$ cat config.mk
export PLATFORM = sky130hd
export DESIGN_NAME = fp32_round_pack
export DESIGN_NICKNAME = d
export VERILOG_FILES = /design/src/rtl/fp32rp_pkg.sv /design/src/rtl/fp32rp_incr.sv /design/src/rtl/fp32rp_jam_shift.sv /design/src/rtl/fp32rp_pack.sv /design/src/rtl/fp32_round_pack.sv
export SDC_FILE = /design/constraint.sdc
export NUM_CORES = 1
export LEC_CHECK = 0
export BUFFER_PORTS_ARGS = -buffer_cell sky130_fd_sc_hd__clkbuf_2
export CAP_MARGIN = 30
export CORE_MARGIN = 2
export CORE_UTILIZATION = 35
export CTS_CLUSTER_DIAMETER = 30
export CTS_CLUSTER_SIZE = 25
export DETAILED_ROUTE_END_ITERATION = 8
export GPL_TIMING_DRIVEN = 0
export PLACE_DENSITY = 0.56
export SYNTH_ARGS = -nofsm -noshare
export SYNTH_HDL_FRONTEND = slang
export SYNTH_SLANG_ARGS = --single-unit
$ cat constraint.sdc
create_clock -name clk -period 10.2 [get_ports clk]
set_clock_uncertainty 0.2 [all_clocks]
set_input_delay 1.53 -clock clk [delete_from_list [all_inputs] [get_ports clk]]
set_output_delay 1.53 -clock clk [all_outputs]
set_load 0.02 [all_outputs]
$ cat src/rtl/fp32rp_pkg.sv
// Package: shared constants and mode encoding for the round-and-pack unit.
// Assumes binary32 output and a 31-bit working significand with 7 guard bits.
package fp32rp_pkg;

    localparam int SIG_W     = 31;            // working significand width
    localparam int GRD_W     = 7;             // round bits below the LSB
    localparam int FRAC_W    = 23;            // stored fraction width
    localparam int EXPF_W    = 8;             // packed exponent field width
    localparam int WORD_W    = 1 + EXPF_W + FRAC_W;
    localparam int RSIG_W    = SIG_W + 1 - GRD_W;   // rounded significand incl. carry
    localparam int OVF_EXP   = (1 << EXPF_W) - 3;   // 253: last exponent that may carry
    localparam logic [GRD_W-1:0] HALF_INC = GRD_W'(1) << (GRD_W - 1);
    localparam logic [GRD_W-1:0] FULL_INC = {GRD_W{1'b1}};

    typedef enum logic [2:0] {
        RM_NEAR_EVEN = 3'd0,
        RM_ZERO      = 3'd1,
        RM_DOWN      = 3'd2,
        RM_UP        = 3'd3,
        RM_ODD       = 3'd4
    } rmode_e;

endpackage

$ cat src/rtl/fp32rp_incr.sv
// Increment selector: picks the amount added at the round bits.
// Assumes lsb_i is bit 7 of the significand that will actually be rounded.
module fp32rp_incr
    import fp32rp_pkg::*;
(
    input  logic [2:0]       mode_i,
    input  logic             sign_i,
    input  logic             lsb_i,
    output logic [GRD_W-1:0] inc_o,
    output logic             tie_even_o,
    output logic             odd_mode_o
);

    rmode_e mode;
    assign mode = rmode_e'(mode_i);

    // Decode mode into an increment; unknown codes truncate.
    always_comb begin
        inc_o      = '0;
        tie_even_o = 1'b0;
        odd_mode_o = 1'b0;
        case (mode)
            RM_NEAR_EVEN: begin
                inc_o      = HALF_INC;
                tie_even_o = 1'b1;
            end
            RM_DOWN:  inc_o = sign_i ? FULL_INC : '0;
            RM_UP:    inc_o = sign_i ? '0 : FULL_INC;
            RM_ODD: begin
                inc_o      = lsb_i ? '0 : FULL_INC;
                odd_mode_o = 1'b1;
            end
            default:  inc_o = '0;
        endcase
    end

endmodule

$ cat src/rtl/fp32rp_jam_shift.sv
// Right shifter with sticky jamming for the subnormal path.
// Assumes amt_i is the magnitude of a negative exponent; amt >= W keeps only sticky.
module fp32rp_jam_shift #(
    parameter int W     = 31,
    parameter int AMT_W = 11
) (
    input  logic [W-1:0]     din_i,
    input  logic [AMT_W-1:0] amt_i,
    output logic [W-1:0]     dout_o
);

    logic lost;

    // Collect every bit shifted out and fold it into bit 0.
    always_comb begin
        lost = 1'b0;
        for (int i = 0; i < W; i++) begin
            if (i < int'(amt_i)) lost = lost | din_i[i];
        end
        if (int'(amt_i) >= W) begin
            dout_o = {{(W-1){1'b0}}, |din_i};
        end else begin
            dout_o = (din_i >> amt_i) | {{(W-1){1'b0}}, lost};
        end
    end

endmodule

$ cat src/rtl/fp32rp_pack.sv
// Adds the increment, applies the tie-to-even correction and packs the word.
// Assumes exp_fld_i is already zero on the subnormal path.
module fp32rp_pack
    import fp32rp_pkg::*;
(
    input  logic              sign_i,
    input  logic [EXPF_W-1:0] exp_fld_i,
    input  logic [SIG_W-1:0]  sig_i,
    input  logic [GRD_W-1:0]  inc_i,
    input  logic              tie_even_i,
    output logic [WORD_W-1:0] word_o,
    output logic              rbits_nz_o,
    output logic              carry_o
);

    logic [SIG_W:0]        sum;
    logic [RSIG_W-1:0]     rsig;
    logic [EXPF_W-1:0]     exp_use;

    // Add the increment and keep the bits at and above the LSB.
    always_comb begin
        sum  = {1'b0, sig_i} + {{(SIG_W+1-GRD_W){1'b0}}, inc_i};
        rsig = sum[SIG_W:GRD_W];
        if (tie_even_i && (sig_i[GRD_W-1:0] == HALF_INC)) rsig[0] = 1'b0;
    end

    // Zero significand forces a zero exponent field.
    assign exp_use    = (rsig == '0) ? '0 : exp_fld_i;
    assign rbits_nz_o = |sig_i[GRD_W-1:0];
    assign carry_o    = sum[SIG_W];

    // Additive pack so a fraction carry lifts the exponent.
    assign word_o = {sign_i, {(WORD_W-1){1'b0}}}
                  + {1'b0, exp_use, {FRAC_W{1'b0}}}
                  + {{(WORD_W-RSIG_W){1'b0}}, rsig};

endmodule

$ cat src/rtl/fp32_round_pack.sv
// Top: single-precision round-and-pack with one register stage.
// Assumes a non-negative exponent comes with a normalized (or zero) significand.
module fp32_round_pack
    import fp32rp_pkg::*;
#(
    parameter int EXP_W = 10
) (
    input  logic                 clk,
    input  logic                 rst_n,
    input  logic [2:0]           rnd_mode_i,
    input  logic                 ftz_i,
    input  logic                 sign_i,
    input  logic [EXP_W-1:0]     exp_i,
    input  logic [SIG_W-1:0]     sig_i,
    output logic [WORD_W-1:0]    result_o,
    output logic                 ovf_o,
    output logic                 unf_o,
    output logic                 inx_o
);

    localparam int AMT_W = EXP_W + 1;
    localparam logic [WORD_W-2:0] INF_MAG = {{EXPF_W{1'b1}}, {FRAC_W{1'b0}}};
    localparam logic [WORD_W-2:0] MAX_MAG = {{(EXPF_W-1){1'b1}}, 1'b0, {FRAC_W{1'b1}}};

    logic signed [EXP_W-1:0] exp_s;
    int                      exp_int;
    logic                    neg_exp;
    logic [AMT_W-1:0]        shamt;
    logic [SIG_W-1:0]        sig_shift;
    logic [SIG_W-1:0]        sig_use;
    logic [EXPF_W-1:0]       exp_fld;
    logic [GRD_W-1:0]        inc;
    logic                    tie_even;
    logic                    odd_mode;
    logic [WORD_W-1:0]       packed_word;
    logic                    rbits_nz;
    logic                    carry;
    logic                    ovf_n;
    logic                    to_inf;
    logic                    flush_hit;
    logic [WORD_W-1:0]       result_n;

    assign exp_s   = exp_i;
    assign exp_int = int'(exp_s);
    assign neg_exp = exp_s[EXP_W-1];
    assign shamt   = AMT_W'(-exp_int);

    fp32rp_jam_shift #(.W(SIG_W), .AMT_W(AMT_W)) u_shift (
        .din_i  (sig_i),
        .amt_i  (shamt),
        .dout_o (sig_shift)
    );

    // Subnormal path rounds the shifted significand with a zero exponent.
    assign sig_use = neg_exp ? sig_shift : sig_i;
    assign exp_fld = neg_exp ? '0 : exp_s[EXPF_W-1:0];

    // Single selector after the shift: odd mode sees the post-shift LSB.
    fp32rp_incr u_incr (
        .mode_i     (rnd_mode_i),
        .sign_i     (sign_i),
        .lsb_i      (sig_use[GRD_W]),
        .inc_o      (inc),
        .tie_even_o (tie_even),
        .odd_mode_o (odd_mode)
    );

    fp32rp_pack u_pack (
        .sign_i     (sign_i),
        .exp_fld_i  (exp_fld),
        .sig_i      (sig_use),
        .inc_i      (inc),
        .tie_even_i (tie_even),
        .word_o     (packed_word),
        .rbits_nz_o (rbits_nz),
        .carry_o    (carry)
    );

    // Overflow: exponent beyond the carry limit, or at it with a carry.
    assign ovf_n     = !neg_exp && ((exp_int > OVF_EXP) || ((exp_int == OVF_EXP) && carry));
    assign to_inf    = !odd_mode && (inc != '0);
    assign flush_hit = neg_exp && ftz_i;

    // Select the special words ahead of the normal packed value.
    always_comb begin
        if (ovf_n) begin
            result_n = {sign_i, to_inf ? INF_MAG : MAX_MAG};
        end else if (flush_hit) begin
            result_n = {sign_i, {(WORD_W-1){1'b0}}};
        end else begin
            result_n = packed_word;
        end
    end

    // Output register stage with synchronous clear.
    always_ff @(posedge clk) begin
        if (!rst_n) begin
            result_o <= '0;
            ovf_o    <= 1'b0;
            unf_o    <= 1'b0;
            inx_o    <= 1'b0;
        end else begin
            result_o <= result_n;
            ovf_o    <= ovf_n;
            unf_o    <= neg_exp && (ftz_i || rbits_nz);
            inx_o    <= ovf_n || flush_hit || rbits_nz;
        end
    end

endmodule

# [Yosys cells after proc, flatten, opt, wreduce, memory -nomap -nowiden]
# Index checks and enable logic that the tools add are counted.
# Widths: inputs -> output; s select.
[totals] reg_bits=35 in_bits=48 output_inout_bits=35
[classes] n_addsub=4 magnitude_cmp=33 n_eq_ne=5 n_shift=1 mux=45 bitwise=31 n_reduce_logical=17
[ops] cell="$lt 5x11->1 const A" n=15
[ops] cell="$lt 4x11->1 const A" n=8
[ops] cell="$mux 32" n=2
[ops] cell="$mux 31" n=2
[ops] cell="$lt 3x11->1 const A" n=4
[ops] cell="$mux 1" n=34
[ops] cell="$add 31x7->32" n=1
[ops] cell="$add 32x25->32" n=1
[ops] cell="$add 32x31->32" n=1
[ops] cell="$or 31x1->31" n=1
[ops] cell="$reduce_or 31->1" n=1
[ops] cell="$shr 31x11->31" n=1
[ops] cell="$or 1x1->1" n=30
[ops] cell="$pmux 7 s4" n=1
[ops] cell="$logic_not 25->1" n=1
[ops] cell="$mux 24" n=1
[ops] cell="$lt 1x11->1 const A" n=2
[ops] cell="$lt 2x11->1 const A" n=2
[ops] cell="$mux 7" n=3
[ops] cell="$mux 8" n=2
[ops] cell="$ge 11x5->1 const B" n=1
[ops] cell="$neg 10->11" n=1
[ops] cell="$eq 10x9->1 const B" n=1
[ops] cell="$gt 10x9->1 const B" n=1
[ops] cell="other kinds (9)" n=19

# [Logic depth before layout (Yosys ltp)]
# Gate-level depths: netlist of run 1.
[depth] ltp_word=76 depth_mapped=34 depth_no_buf=27

# [By module]
# Synthesis of run 1 repeated with hierarchy kept, for this count alone.
[hier_totals] hier_cells=661 area_unflattened_um2=5241.3
[modules_own_cells] mod="fp32rp_jam_shift" instances=1 cells_per_inst=316 area_each_um2=2233.4
[modules_own_cells] mod="fp32_round_pack" instances=1 cells_per_inst=167 area_each_um2=1739.2
[modules_own_cells] mod="fp32rp_pack" instances=1 cells_per_inst=163 area_each_um2=1163.6
[modules_own_cells] mod="fp32rp_incr" instances=1 cells_per_inst=15 area_each_um2=105.1

# [Worst setup path before layout of run 1]
# No wires, ideal clock.
[synth_path] path_type="input port to flip-flop" start="input port exp_i[0]" end="register result_o[25]" arrival_time_ns=7.934 required_ns=9.873 path_slack_ns=1.939 path_stages=28 path_buffers=6 cell_sequence="buf_4 > inv_2 > ha_1 > clkbuf_1 > clkbuf_1 > buf_1 > clkbuf_1 > buf_1 > mux4_2 > mux2i_1 > o2bb2ai_1 > ha_1 > nand2_1 > o21ai_0 > nand2_1 > nor3_1 > a31oi_4 > or3_1 > o31a_1 > nor4b_4 > nand4_2 > nand2_1 > nor2_1 > ha_1 > fa_1 > nand2_1 > nor2_1 > or3_1"
[synth_between] elab_chain_cells=75 elab_cells_between_ends=116 classes_between="add/sub: 4; order compare: 33; eq/ne: 2; shift: 1; mux: 40; bitwise: 31; reduce/logical: 5"
[synth_lines] item="from (decl)" line="fp32_round_pack.sv:13" rtl="input logic [EXP_W-1:0] exp_i,"
[synth_lines] item="branches (longest 74 deep; another with $neg 10->11)"
[synth_lines] item="$mux 32 (*)" line="fp32_round_pack.sv:86" rtl="if (ovf_n) begin"
[synth_lines] item="to (signal assigned)" line="fp32_round_pack.sv:103" rtl="result_o <= result_n;"
[synth_lines] item="to (decl)" line="fp32_round_pack.sv:15" rtl="output logic [WORD_W-1:0] result_o,"
# Mark *: on every way between the ends.
# A chain may end at the register's enable or synchronous reset.

# [Final worst setup path of run 1]
# Same ends and word-level chain as after synthesis.

==> impl_metrics.tcl, run 1 <==
set metrics [dict create \
    htree_levels 2 \
    max_stage_delay_ns 0.61 \
    routedWlPerCell_um 22.44 \
    critical_path.endpoint_type "flip-flop" \
    total_power_w 0.0006312 \
    slew_headroom_pct 45.77 \
    synth-main-ff-cell "dfxtp_1" \
    async_flop_share_pct 0 \
    ant_nets 0 \
    drt_first_pass_iters 5 \
    io_pins 83 \
    start_kind "input port" \
    grt_setup_unrepaired "no" \
    hold_class "in -> reg" \
    synth_edf_count 0 \
    critPathSlowestCell "a221oi_1" \
    cts_tree "built" \
    numCtsBuffers 5 \
    place_congestion 1.065 \
    cellLeakagePower_nw 2.459 \
    synth_nets 807 \
    num-nets-final 890 \
    worst_pin_slew_ns 0.8135 \
    fp.dieH_um 131.4 \
    vdd_drop_max_uv 78.51 \
    max-cap-violations 0 \
    portBuffers 75 \
    synth_area_sq_mm 0.005679 \
    area_delta_synth_final_pct 14.47 \
    fp.dieW_um 131.4 \
    period_share_pct 95.85 \
    cts_root_buffer "clkbuf_16" \
    drc 0 \
    diodes 0 \
    gr-usage-all-layers_pct 26.26 \
    holdWs_ns 1.317 \
    arrival_ns 9.74 \
    p_per_area_mw_per_mm2 97.10 \
    hpwl_um 18750 \
    ys_seq_area_share_pct 12.34 \
    grt_first_pass_wirelength_um 35890 \
    hold_viol 0 \
    max_freq_ghz 0.1023 \
    die_area_sq_mm 0.01726 \
    drive_above_1_share_pct 21.39 \
    antenna_found_initial 0 \
    finalSetupViolations 0 \
    via_count 6640 \
    ys_warn_count 0 \
    path_max_fanout 10 \
    routed_wl_um 23520 \
    rows 46 \
    period_needed_ns 9.776 \
    drt-initial-drc-count 705 \
    worstPathRequired_ns 10.16 \
    grt.overflow.total 0 \
    yosys.cell_types.count 94 \
    grt_max_degree 13 \
    ys_seq_elements 35 \
    drv_slew 0 \
    core_area_sq_mm 0.01589 \
    crit_type "in -> reg" \
    vias_per_cell 6.336 \
    clock_path_buffers 2 \
    outcome "completed" \
    syn_area_per_cell_sq_um 7.593 \
    start_util_pct 35.75 \
    grt_pass1_vias 6060 \
    syn_inst 748 \
    clock_sinks 35 \
    clk_pin_slew_ns 0.05 \
]
path summary, 6_finish.rpt:
| path | start | end | slack (ns) | depth (start not counted) |
|---|---|---|---|---|
| setup / recovery | exp_i[0] | result_o[25] | 0.42 | 30 |
| hold / removal | ftz_i | unf_o | 1.32 | 3 |
synth_stat cells, drive strengths merged, types with 4 or more instances:
master   count  area share (%)
nand4        9             1.1
nor4        13             1.9
o41ai        8             1.4
o31ai        9             1.2
clkbuf      22             1.5
xnor2       15             2.3
o21ai       37             3.3
a31oi       11             1.5
a211oi       6            0.97
o2111ai      6            0.93
nand3       26             2.3
and2         6            0.66
dfxtp       35              12
nor3        21             1.9
or4b         4            0.77
nand2       88             5.8
nor2        56             3.7
o22ai       12             1.4
o2bb2ai      5            0.77
mux2i       42             7.4
mux4        21             8.3
nor2b       13             1.4
or4          5            0.73
a22o         4            0.62
a21oi       58             5.1
mux2        18             3.6
nand3b      14             1.9
o31a         5            0.77
o211ai       8             1.1
buf         31             3.2
a22oi       13             1.7
inv         13            0.86
nand2b      13             1.4
or3         11             1.2
and3         4            0.44
xor2        11             1.7
or2          5            0.55
ha          10             2.2
sequential cells by signal (all words and copies together), names as in the netlist:
register  flops
unf_o         1
result_o     32
inx_o         1
ovf_o         1
cell usage in the layout (no fill, tap or decap), drive strengths merged, types with 26 or more instances in the layout:
cell / synthesis / final
o21ai: 37 / 37
nor2: 56 / 56
mux2i: 42 / 42
buf: 31 / 31
dfxtp: 35 / 35
a21oi: 58 / 58
nand3: 26 / 26
nand2: 88 / 88
clkbuf: 22 / 103
routing by layer:
layer	share of wire (%)	global-route usage [%]
met1	44	37.09
met2	42	40.23
met5	0	0
met3	9.1	2.894
met4	5.1	11.84
through the flow:
stage | instances | cell area [sq um] | utilization, % | setup slack [ns] | TNS, ns
after floorplan | 748 | 5679 | - | 1.939 | 0
after global placement | 1039 | 6325 | 39.82 | -0.02572 | -0.02572
after detailed placement | 1040 | 6330 | 39.85 | 0.001251 | 0
after CTS | 1048 | 6499 | 40.91 | 0.2822 | 0
after global routing | 1048 | 6501 | 40.93 | 0.09090 | 0
final | 1048 | 6501 | 40.93 | 0.4237 | 0
worst max-delay path: cells and delay by family:
| family | cells | cell delay (ns) |
|---|---|---|
| buffers and inverters | 8 | 2.52 |
| AND/OR/NAND/NOR | 9 | 1.83 |
| AO/OA/AOI/OAI | 8 | 2.31 |
| XOR/XNOR | 1 | 0.20 |
| adder cells (fa/ha/maj) | 4 | 1.36 |
power by group:
| group | switching, W | leakage [nW] | internal [W] |
|---|---|---|---|
| Clock | 0.0000554 | 0.0838 | 0.000115 |
| Combinational | 0.000202 | 2.09 | 0.000111 |
| Sequential | 0.00000203 | 0.290 | 0.000146 |
| Total | 0.000260 | 2.46 | 0.000372 |
repair_timing:
item                       CTS  global route
gates resized for setup      0             3
setup endpoints to repair    0             7
hold buffers                 0             0
setup buffers                0             0
cell families after synthesis:
logic type                 count (synthesis)  synth area share (%)
and+or+nand+nor                          298                 27.78
muxes                                     81                 19.37
DFF                                       35                 12.34
adders and majority gates                 11                 2.556
AOI/OAI and AO/OA                        229                 28.27
buffers and inverters                     68                 5.684
xor gates and xnor gates                  26                 4.010
layout make-up:
class | instances | area [sq um]
Clock buffer | 5 | 125.1
Fill cell | 1704 | 9384
Timing Repair Buffer | 76 | 380.4
Tap cell | 216 | 270.3
Buffer | 53 | 269.0
Sequential cell | 35 | 700.7
Clock inverter | 3 | 43.79
Multi-Input combinational cell | 645 | 4656
Inverter | 15 | 56.30
No activity file was read; power rests on OpenSTA's default activity.
==> run 2, diff against run 1 <==
Settings changed: CORE_MARGIN 2 to unset, CORE_UTILIZATION 35 to 45, PLACE_DENSITY 0.56 to 0.68.
==> impl_metrics.tcl, run 2 (synthesis gave the netlist of run 1 again) <==
set metrics [dict create \
    grt_pass1_vias 6339 \
    grt_first_pass_wirelength_um 36910 \
    drc 0 \
    drv_slew 0 \
    gr-usage-all-layers_pct 37.69 \
    period_share_pct 94.91 \
    nFillCells 1257 \
    vias_per_cell 6.752 \
    path_max_fanout 10 \
    critPathSlowestCell "clkbuf_1" \
    die_area_sq_mm 0.01307 \
    arrival_ns 9.65 \
    cts_root_buffer "clkbuf_16" \
    core_area_sq_mm 0.01216 \
    grt.overflow.total 0 \
    post_cts_buffers 0 \
    slew_headroom_pct 26.86 \
    clk_pin_slew_ns 0.05 \
    diodes 0 \
    routedWlPerCell_um 24.24 \
    period_needed_ns 9.681 \
    cts_tree "built" \
    dp_slack_ns -0.07556 \
    fp.dieW_um 114.3 \
    hold_viol 0 \
    place_congestion 1.024 \
    start_util_pct 46.70 \
    total_power_w 0.0006331 \
    clock_sinks 35 \
    drt-initial-drc-count 732 \
    max_freq_ghz 0.1033 \
    drt_first_pass_iters 5 \
    critical_path.endpoint_type "flip-flop" \
    seq_area_sq_um 700.7 \
    grt_setup_unrepaired "no" \
    area_delta_synth_final_pct 13.28 \
    start_kind "input port" \
    hpwl_um 19380 \
    portBuffers 75 \
    setup_ws_ns 0.5191 \
    numCtsBuffers 5 \
    max_stage_delay_ns 0.65 \
    via_count 6738 \
    clock_path_buffers 2 \
    fin_tns_setup_ns 0 \
    hold_buffers 0 \
    htree_levels 2 \
    max-cap-violations 0 \
    dp.cells 991 \
    worstPathRequired_ns 10.17 \
    hold_class "in -> reg" \
    final_cells 998 \
    num-nets-final 888 \
    ant_nets 0 \
    antenna_found_initial 0 \
    multi_input_area_sq_mm 0.004656 \
    routed_wl_um 24190 \
    post_cts_resized 0 \
    hold_path_depth 3 \
    vdd_drop_max_uv 62.63 \
    fp.dieH_um 114.3 \
    finalSetupViolations 0 \
    mostFrequentLayoutCells "nand2_1, clkbuf_2, a21oi_1, nor2_1, mux2i_1" \
    outcome "completed" \
    final_common_cell "nand2_1" \
    crit_type "in -> reg" \
    rows 40 \
    grt_max_degree 13 \
    top_register "result_o" \
    drive_above_1_share_pct 21.45 \
    worst_pin_slew_ns 1.089 \
    io_pins 83 \
    largest_reg_flops 32 \
    cellLeakagePower_nw 2.456 \
    final_core_util_pct 52.90 \
    p_per_area_mw_per_mm2 98.40 \
]
[run 2: cell count changes in the layout (fill, tap and decap cells not counted), sizes merged]
cell,before,now
clkbuf,103,104
buf,31,28
[run 2: per-layer routing]
layer / routed length (um) / GRT usage (%) / up-vias
li1: - / - / 3049
met1: 9881 / 49.17 / 3155
met2: 10690 / 60.53 / 454
met3: 2379 / 5.294 / 80
met4: 1242 / 19.65 / 0
met5: 0 / 0 / -
[run 2: path summary, 6_finish.rpt]
| path | endpoint | slack [ns] | from |
|---|---|---|---|
| setup / recovery | result_o[25] | 0.52 | exp_i[0] |
| hold / removal | unf_o | 1.31 | ftz_i |
[run 2: report_power, final]
group	total (W)	switching, W	internal, W
sequential	0.000148	0.00000206	0.000146
combinational	0.000314	0.000204	0.000110
clock	0.000171	0.0000559	0.000115
total	0.000633	0.000262	0.000371
[run 2: critical path: cells and delay by family]
| family | cells | cell delay (ns) |
|---|---|---|
| AND/OR/NAND/NOR | 10 | 2.11 |
| XOR/XNOR | 2 | 0.46 |
| adder cells (fa/ha/maj) | 4 | 1.30 |
| buffers and inverters | 5 | 1.43 |
| multiplexers | 1 | 0.45 |
| AO/OA/AOI/OAI | 9 | 2.37 |
[run 2: metrics by stage]
stage          cell area [sq um]  hold slack (ns)
2_1_floorplan               5679            1.468
3_3_place_gp                6265            1.597
3_5_place_dp                6265            1.601
4_1_cts                     6434            1.306
5_1_grt                     6434            1.318
6_report                    6434            1.308
[run 2: cell type report]
class	instances	area share, %
timing repair buffer	75	5.834
sequential	35	10.89
tap	168	3.267
clock buffer	5	1.945
inverter	15	0.8751
clock inverter	3	0.6807
multi-input combinational	645	72.36
buffer	52	4.142
==> run 3, diff against run 2 <==
Settings changed: REMOVE_ABC_BUFFERS set to 1.
==> impl_metrics.tcl, run 3 (synthesis gave the netlist of run 1 again) <==
set metrics [dict create \
    outcome "completed" \
    clk_pin_slew_ns 0.05 \
    max-cap-violations 0 \
    period_needed_ns 9.794 \
    fp.dieW_um 114.3 \
    total_power_w 0.0005975 \
    p_per_area_mw_per_mm2 94.38 \
    place_congestion 1.021 \
    crit_type "in -> reg" \
    grt_max_degree 42 \
    vias_per_cell 6.823 \
    nFillCells 1225 \
    grt_first_pass_wirelength_um 33550 \
    drc 0 \
    max_stage_delay_ns 0.86 \
    dpl_cell_area_sq_mm 0.006167 \
    io_pins 83 \
    htree_levels 2 \
    clock_path_buffers 2 \
    cellLeakagePower_nw 2.391 \
    routed_wl_um 21900 \
    start_util_pct 46.70 \
    portBuffers 82 \
    mostFrequentLayoutCells "nand2_1, clkbuf_2, a21oi_1, nor2_1, mux2i_1" \
    start_kind "input port" \
    finalSetupViolations 0 \
    grt_setup_unrepaired "no" \
    cts_tree "built" \
    critPathLaunch "exp_i[0]" \
    final_core_util_pct 52.06 \
    path_max_fanout 35 \
    arrival_ns 9.75 \
    critPathSlowestCell "o21ai_1" \
    dp_slack_ns -0.05156 \
    slew_headroom_pct 28.59 \
    crit_path_frequent_cell "nor2_1" \
    gr-usage-all-layers_pct 33.53 \
    cts_root_buffer "clkbuf_16" \
    drt-initial-drc-count 904 \
    worst_pin_slew_ns 1.063 \
    routedWlPerCell_um 22.75 \
    drt_first_pass_iters 6 \
    finalInstanceArea_sq_mm 0.006331 \
    final_common_cell "nand2_1" \
    critical_path.endpoint_type "flip-flop" \
    fp.dieH_um 114.3 \
    crit_path_end "result_o[25]" \
    ant_nets 0 \
    grt_pass1_vias 5852 \
    hold_class "in -> reg" \
    antenna_found_initial 0 \
    area_delta_synth_final_pct 11.48 \
    largest_reg_flops 32 \
    top_register "result_o" \
    hold_viol 0 \
    vdd_drop_max_uv 74.61 \
    diodes 0 \
    worstPathRequired_ns 10.16 \
    core_area_sq_mm 0.01216 \
    setup_ws_ns 0.4063 \
    num-nets-final 853 \
    max_freq_ghz 0.1021 \
    clock_sinks 35 \
    rows 40 \
    period_share_pct 96.02 \
    grt.overflow.total 0 \
    hpwl_um 17030 \
    drv_slew 0 \
    die_area_sq_mm 0.01307 \
    via_count 6571 \
    drive_above_1_share_pct 21.51 \
    numCtsBuffers 5 \
]
-- run 3: how the worst min path moves through the flow --
stage	startpoint	to	slack, ns	cells after the start
CTS	ftz_i	unf_o	1.31	3
finish	ftz_i	unf_o	1.31	3
floorplan	ftz_i	unf_o	1.47	2
global route	sign_i	result_o[31]	1.33	3
global placement	ftz_i	unf_o	1.59	3
detailed placement	ftz_i	unf_o	1.60	3
-- run 3: stage by stage --
step | instances | hold slack [ns] | TNS, ns
after floorplan | 695 | 1.468 | 0
after global placement | 945 | 1.591 | -98.85
after detailed placement | 952 | 1.603 | -0.05156
after CTS | 960 | 1.313 | 0
after global routing | 963 | 1.333 | 0
final | 963 | 1.312 | 0
-- run 3: worst max-delay path: cells and delay by family --
kind	cells	cell delay (ns)
buffers and inverters	3	0.94
AO/OA/AOI/OAI	10	3.20
adder cells (fa/ha/maj)	4	1.44
XOR/XNOR	1	0.19
AND/OR/NAND/NOR	11	2.43
-- run 3: what timing repair did --
action	4_1_cts	5_1_grt
hold endpoints to repair	0	0
setup buffers	0	3
setup endpoints to repair	0	7
hold buffers	0	0
gates resized for setup	0	0
-- run 3: layout make-up --
cell class / instances / area (sq um) / area share, %
multi-input cells: 645 / 4688 / 74.05
flip-flops and latches: 35 / 700.7 / 11.07
repair buffers: 92 / 534.3 / 8.439
well taps: 168 / 210.2 / 3.320
clock buffers: 6 / 128.9 / 2.036
inverters: 15 / 56.30 / 0.8893
clock inverters: 2 / 12.51 / 0.1976
-- run 3: report_power, final --
group	switching [W]	internal [W]	total, W
sequential	0.00000213	0.000146	0.000148
combinational	0.000194	0.000111	0.000306
clock	0.0000537	0.0000898	0.000144
-- run 3: metal layers --
layer | vias to the layer above | share of wire, % | wire, um | GRT usage (%)
met2 | 385 | 45 | 9773 | 52.89
met4 | 0 | 4.1 | 905 | 15.24
met1 | 3153 | 43 | 9473 | 46.67
met5 | - | 0 | 0 | 0
met3 | 50 | 8.0 | 1752 | 2.594
li1 | 2983 | - | - | -
